## src/rtl/pix_iter_pkg.sv

```systemverilog
package pix_iter_pkg;
  typedef enum logic [1:0] {
    ST_IDLE = 2'd0,
    ST_BEAT = 2'd1,
    ST_TAIL = 2'd2
  } seq_state_e;
endpackage

```

## src/rtl/pix_iter_pos.sv

```systemverilog
module pix_iter_pos #(
  parameter int ELEM_COUNT = 12,
  parameter int POS_W      = 4
) (
  input  logic             clk_i,
  input  logic             rst_ni,
  input  logic             accept_i,
  input  logic             inc_i,
  input  logic             dec_i,
  input  logic             idx_i,
  input  logic [POS_W-1:0] idx_pos_i,
  output logic [POS_W-1:0] pos_o
);
  localparam logic [POS_W-1:0] LAST = POS_W'(ELEM_COUNT - 1);

  logic [POS_W-1:0] pos_q, pos_d;

  always_comb begin
    pos_d = pos_q;
    if (idx_i)
      pos_d = (idx_pos_i > LAST) ? LAST : idx_pos_i;
    else if (inc_i && !dec_i)
      pos_d = (pos_q == LAST) ? '0 : pos_q + 1'b1;
    else if (dec_i && !inc_i)
      pos_d = (pos_q == '0) ? LAST : pos_q - 1'b1;
  end

  always_ff @(posedge clk_i or negedge rst_ni) begin
    if (!rst_ni)       pos_q <= '0;
    else if (accept_i) pos_q <= pos_d;
  end

  assign pos_o = pos_q;
endmodule

```

## src/rtl/pix_iter_seq.sv

```systemverilog
module pix_iter_seq
  import pix_iter_pkg::*;
#(
  parameter int BYTES  = 3,
  parameter int BEAT_W = 2
) (
  input  logic              clk_i,
  input  logic              rst_ni,
  input  logic              start_i,
  input  logic              is_rd_i,
  output logic [BEAT_W-1:0] beat_o,
  output logic              busy_o,
  output logic              done_o,
  output logic              mem_en_o,
  output logic              mem_we_o,
  output logic              cap_en_o,
  output logic [BEAT_W-1:0] cap_idx_o,
  output logic              commit_o
);
  localparam logic [BEAT_W-1:0] LAST_BEAT = BEAT_W'(BYTES - 1);

  seq_state_e        state_q;
  logic [BEAT_W-1:0] beat_q;
  logic              rd_q, done_q;

  always_ff @(posedge clk_i or negedge rst_ni) begin
    if (!rst_ni) begin
      state_q <= ST_IDLE;
      beat_q  <= '0;
      rd_q    <= 1'b0;
      done_q  <= 1'b0;
    end else begin
      done_q <= 1'b0;
      unique case (state_q)
        ST_IDLE: if (start_i) begin
          state_q <= ST_BEAT;
          beat_q  <= '0;
          rd_q    <= is_rd_i;
        end
        ST_BEAT: begin
          if (beat_q == LAST_BEAT) state_q <= ST_TAIL;
          else                     beat_q  <= beat_q + 1'b1;
        end
        ST_TAIL: begin
          state_q <= ST_IDLE;
          done_q  <= 1'b1;
        end
        default: state_q <= ST_IDLE;
      endcase
    end
  end

  // read data lags each beat by one cycle
  assign beat_o    = beat_q;
  assign busy_o    = (state_q != ST_IDLE);
  assign done_o    = done_q;
  assign mem_en_o  = (state_q == ST_BEAT);
  assign mem_we_o  = (state_q == ST_BEAT) && !rd_q;
  assign cap_en_o  = rd_q && (((state_q == ST_BEAT) && (beat_q != '0)) || (state_q == ST_TAIL));
  assign cap_idx_o = (state_q == ST_TAIL) ? LAST_BEAT : beat_q - 1'b1;
  assign commit_o  = rd_q && (state_q == ST_TAIL);
endmodule

```

## src/rtl/pix_iter_pack.sv

```systemverilog
module pix_iter_pack #(
  parameter int BYTES  = 3,
  parameter int BYTE_W = 8,
  parameter int BEAT_W = 2,
  parameter int ELEM_W = BYTES * BYTE_W
) (
  input  logic              clk_i,
  input  logic              rst_ni,
  input  logic              load_i,
  input  logic [ELEM_W-1:0] wdata_i,
  input  logic [BEAT_W-1:0] beat_i,
  input  logic              cap_en_i,
  input  logic [BEAT_W-1:0] cap_idx_i,
  input  logic              commit_i,
  input  logic [BYTE_W-1:0] mem_rdata_i,
  output logic [BYTE_W-1:0] mem_wdata_o,
  output logic [ELEM_W-1:0] rdata_o
);
  logic [ELEM_W-1:0] wdata_q, rdata_q, gathered;
  logic [BYTES-2:0][BYTE_W-1:0] shadow_q;

  always_ff @(posedge clk_i or negedge rst_ni) begin
    if (!rst_ni)     wdata_q <= '0;
    else if (load_i) wdata_q <= wdata_i;
  end

  // beat 0 is the most significant byte
  always_comb begin
    mem_wdata_o = '0;
    for (int k = 0; k < BYTES; k++)
      if (beat_i == BEAT_W'(k))
        mem_wdata_o = wdata_q[ELEM_W-1-k*BYTE_W -: BYTE_W];
  end

  for (genvar g = 0; g < BYTES - 1; g++) begin : g_shadow
    always_ff @(posedge clk_i or negedge rst_ni) begin
      if (!rst_ni)
        shadow_q[g] <= '0;
      else if (cap_en_i && cap_idx_i == BEAT_W'(g))
        shadow_q[g] <= mem_rdata_i;
    end
    assign gathered[ELEM_W-1-g*BYTE_W -: BYTE_W] = shadow_q[g];
  end
  assign gathered[BYTE_W-1:0] = mem_rdata_i;

  always_ff @(posedge clk_i or negedge rst_ni) begin
    if (!rst_ni)       rdata_q <= '0;
    else if (commit_i) rdata_q <= gathered;
  end

  assign rdata_o = rdata_q;
endmodule

```

## src/rtl/pix_iter.sv

```systemverilog
module pix_iter #(
  parameter int ELEM_COUNT     = 12,
  parameter int BYTES_PER_ELEM = 3,
  parameter int BYTE_W         = 8,
  localparam int POS_W  = (ELEM_COUNT > 1) ? $clog2(ELEM_COUNT) : 1,
  localparam int ELEM_W = BYTES_PER_ELEM * BYTE_W,
  localparam int ADDR_W = $clog2(ELEM_COUNT * BYTES_PER_ELEM),
  localparam int BEAT_W = $clog2(BYTES_PER_ELEM)
) (
  input  logic              clk_i,
  input  logic              rst_ni,
  input  logic              inc_i,
  input  logic              dec_i,
  input  logic              rd_i,
  input  logic              wr_i,
  input  logic              idx_i,
  input  logic [POS_W-1:0]  idx_pos_i,
  input  logic [ELEM_W-1:0] wdata_i,
  output logic [ELEM_W-1:0] rdata_o,
  output logic              done_o,
  output logic              busy_o,
  output logic [POS_W-1:0]  pos_o,
  output logic              mem_en_o,
  output logic              mem_we_o,
  output logic [ADDR_W-1:0] mem_addr_o,
  output logic [BYTE_W-1:0] mem_wdata_o,
  input  logic [BYTE_W-1:0] mem_rdata_i
);
  logic              accept, start;
  logic [POS_W-1:0]  pos, base_q;
  logic [BEAT_W-1:0] beat, cap_idx;
  logic              cap_en, commit;

  assign accept = !busy_o;
  assign start  = accept && (rd_i || wr_i);

  pix_iter_pos #(.ELEM_COUNT(ELEM_COUNT), .POS_W(POS_W)) u_pos (
    .clk_i, .rst_ni,
    .accept_i  (accept),
    .inc_i, .dec_i, .idx_i, .idx_pos_i,
    .pos_o     (pos)
  );

  // access uses the position from before a same-edge move
  always_ff @(posedge clk_i or negedge rst_ni) begin
    if (!rst_ni)    base_q <= '0;
    else if (start) base_q <= pos;
  end

  pix_iter_seq #(.BYTES(BYTES_PER_ELEM), .BEAT_W(BEAT_W)) u_seq (
    .clk_i, .rst_ni,
    .start_i   (start),
    .is_rd_i   (rd_i),
    .beat_o    (beat),
    .busy_o    (busy_o),
    .done_o    (done_o),
    .mem_en_o  (mem_en_o),
    .mem_we_o  (mem_we_o),
    .cap_en_o  (cap_en),
    .cap_idx_o (cap_idx),
    .commit_o  (commit)
  );

  pix_iter_pack #(.BYTES(BYTES_PER_ELEM), .BYTE_W(BYTE_W), .BEAT_W(BEAT_W)) u_pack (
    .clk_i, .rst_ni,
    .load_i      (start),
    .wdata_i     (wdata_i),
    .beat_i      (beat),
    .cap_en_i    (cap_en),
    .cap_idx_i   (cap_idx),
    .commit_i    (commit),
    .mem_rdata_i (mem_rdata_i),
    .mem_wdata_o (mem_wdata_o),
    .rdata_o     (rdata_o)
  );

  assign mem_addr_o = ADDR_W'(base_q) * ADDR_W'(BYTES_PER_ELEM) + ADDR_W'(beat);
  assign pos_o      = pos;
endmodule

```

## config.mk

```make
export PLATFORM = sky130hd
export DESIGN_NAME = pix_iter
export DESIGN_NICKNAME = d
export VERILOG_FILES = /design/src/rtl/pix_iter_pkg.sv /design/src/rtl/pix_iter_pos.sv /design/src/rtl/pix_iter_seq.sv /design/src/rtl/pix_iter_pack.sv /design/src/rtl/pix_iter.sv
export SDC_FILE = /design/constraint.sdc
export NUM_CORES = 1
export LEC_CHECK = 0
export ABC_AREA = 0
export CAP_MARGIN = 20
export CORE_MARGIN = 2
export CORE_UTILIZATION = 50
export DETAILED_ROUTE_END_ITERATION = 8
export PLACE_DENSITY = 0.89
export RECOVER_POWER = 25
export SYNTH_ARGS = -nofsm -noshare
export SYNTH_HDL_FRONTEND = slang
export SYNTH_SLANG_ARGS = --single-unit
```

## constraint.sdc

```tcl
create_clock -name clk_i -period 3.19 [get_ports clk_i]
set_clock_uncertainty 0.1 [all_clocks]
set_input_delay 0.638 -clock clk_i [delete_from_list [all_inputs] [get_ports clk_i]]
set_output_delay 0.638 -clock clk_i [all_outputs]
set_load 0.01 [all_outputs]
```

==> results.toml <==
[finish]
nFillCells = 543
syn2layout_area_growth_pct = 32.35
final_common_cell = "nand2_1"
n_antenna_cell = 0
nets = 470
layout-drive-gt1-share_pct = 17.03
mostFrequentLayoutCells = "nand2_1 (95), clkdlybuf4s50_1 (83), dfrtp_1 (78), mux2_2 (25), mux2_4 (16)"

[run]
cap_violations = 1

[worst_setup_path]
cp-start-kind = "flop"
crit_type = "reg -> out"
end_kind = "output pin"
slowest_stage = "fa_2"
crit_family = "adder cells"
path_cells = "fa_2 > ha_1 > fa_1 > xor2_1 > dlygate4sd2_1"
cp_slowest_stage_delay_ns = 0.46
path_max_fanout = 2
cp.required_ns = 2.45
critPathBufInv = 1
arrival_ns = 2.32
reg2reg_setup_slack_ns = 1.07

[global_route]
antenna_found_initial = 0
grt_pass1_wl_mm = 12.81
track_usage_pct = 21.21
grt_pass1_vias = 2729
grt_max_degree = 79
grt_overflow = 0

[timing]
whs_ns = 0.3827
min_period_ns = 3.059
tns_ns = 0
rsz0062_at_grt = "no"
fmax_mhz = 326.9
min_period_over_period_pct = 95.89
slew_headroom_pct = -22.94
report.final.slew_viol_count = 79
setup_violations = 0
finalHoldViolations = 0
tightest_slew_ns = 1.844

[clocking]
tritoncts = "done"
cts-root-buf = "clkbuf_8"
cts_buffers = 9
cts_buffer_depth = 2
path_clk_slew_ns = 0.08
ctsHoldBuffers = 0
insertion_delay_ns = 0.35
h-tree-depth = 3
numClockSinks = 78

[floorplan]
die_area_um2 = 7920
die_h_um = 89.00
die_w_um = 89.00
io_pins = 89
initial_core_util_pct = 52.30
placementRows = 30
core_um2 = 6907

[route]
avgViaCountPerCell = 5.158
routedWlPerCell_um = 15.48
firstDrtPassIters = 4
drc_errors = 0
drt-total-wl_mm = 7.943
first_iter_violations = 79
ant_nets = 0
vias = 2646

[status]
failed_checks = "capacitance limit, slew limit"
status = "finished with violations"

[synthesis]
seq_area_frac_synth_pct = 54.04
netlist_instances = 325
synth_nets = 382
synth_warnings = 0
synthArstFlopShare_pct = 100.0
synth_edf_count = 0
avgSynthCellArea_um2 = 11.11
synth_cell_types = 38
synthFlopType = "dfrtp_1"
netlist_area_um2 = 3612
synth-seq-cells = 78

[worst_hold_path]
hold_path_class = "reg -> reg"

[power_and_ir_drop]
leakage_nw = 2.265
total_power_mw = 5.194
powerDensity_nw_per_um2 = 1087
peakVddDrop_uv = 527.6

[placement]
dp_hpwl_mm = 5.747
io_buffers = 88
gp_congestion = 0.8567
-- worst paths after layout --
check                                               start                               to  cells past startpoint
min in group asynchronous                          rst_ni  u_pack.gathered[20]$_DFFE_PN0P_                      1
min                        u_pack.wdata_q[12]$_DFFE_PN0P_   u_pack.wdata_q[12]$_DFFE_PN0P_                      2
max                                 base_q[0]$_DFFE_PN0P_                    mem_addr_o[3]                      5
max reg2reg                   u_seq.beat_o[0]$_DFFE_PN0P_  u_pack.gathered[15]$_DFFE_PN0P_                      5
max in group asynchronous                          rst_ni    u_pack.wdata_q[8]$_DFFE_PN0P_                      1
min reg2reg                u_pack.wdata_q[12]$_DFFE_PN0P_   u_pack.wdata_q[12]$_DFFE_PN0P_                      2
-- sequential cells by signal, indices dropped and copies added, names as in the netlist --
signal           flops
u_seq.state_q        2
u_pack.wdata_q      24
base_q               4
u_pack.rdata_o      24
u_seq.beat_o         2
u_seq.rd_q           1
u_pack.gathered     16
u_pos.pos_o          4
u_seq.done_o         1
-- metal layers --
layer	vias to the layer above	track usage (%)	share of wire [%]
met5	-	0	0
met4	0	7.327	1.7
met3	12	3.878	4.4
met2	88	37.52	51
met1	1287	26.19	43
li1	1259	-	-
-- cells in the mapped netlist, drive strengths merged (2+ instances only) --
library cell | number | share of area, %
clkbuf | 4 | 0.42
mux2 | 41 | 14
ha | 12 | 4.2
a21o | 3 | 0.62
nand2 | 95 | 9.9
nand2b | 3 | 0.73
a211oi | 3 | 0.62
nor2b | 2 | 0.35
o21ai | 14 | 2.0
o31ai | 2 | 0.42
a21oi | 11 | 1.5
fa | 2 | 1.1
xor2 | 2 | 0.49
a22oi | 4 | 0.83
dfrtp | 78 | 54
xnor2 | 3 | 0.73
nand3 | 3 | 0.55
buf | 10 | 1.7
or3 | 2 | 0.35
nor2 | 9 | 0.94
inv | 10 | 1.0
-- repair_timing --
item / CTS / global route
setup endpoints to repair: 5 / 2
buffers inserted: 1 / 0
resized for setup: 6 / 3
endpoints found under the hold margin: 0 / 0
cloned: 0 / 0
-- final cells by class --
type | count | area, um2 | area share [%]
Sequential cell | 78 | 1952 | 40.83
Multi-Input combinational cell | 222 | 1554 | 32.50
Timing Repair Buffer | 91 | 893.4 | 18.69
Clock buffer | 10 | 137.6 | 2.879
Tap cell | 96 | 120.1 | 2.512
Clock inverter | 5 | 81.33 | 1.701
Inverter | 11 | 42.54 | 0.8898
-- where the power goes --
part           internal (mW)  switching, mW
logic                   1.40           1.16
registers               1.48          0.342
clock network          0.459          0.351
total                   3.34           1.86
-- metrics by stage --
stage               util (%)  setup slack [ns]  instances  area [um2]
finish                 69.22            0.1312        513        4781
global placement       65.91            0.2428        497        4552
global route           69.22          0.001904        513        4781
detailed placement     65.91            0.1857        497        4552
floorplan                  -            0.7203        325        3612
CTS                    69.18           0.06092        513        4778
-- worst min-delay path, cell delays in order, from the launching register on --
cell     delay, ns
dfrtp_1       0.35
nand2_1       0.05
nand2_1       0.06
-- logic make-up after synthesis --
logic type,count (synthesis),synth area share [%]
AOI/OAI and AO/OA,42,7.136
DFF,78,54.04
adders and majority gates,14,5.265
xor gates and xnor gates,5,1.213
buffers and inverters,25,3.325
muxes,43,15.34
and+or+nand+nor,118,13.68
No activity file was read; power rests on OpenSTA's default activity.
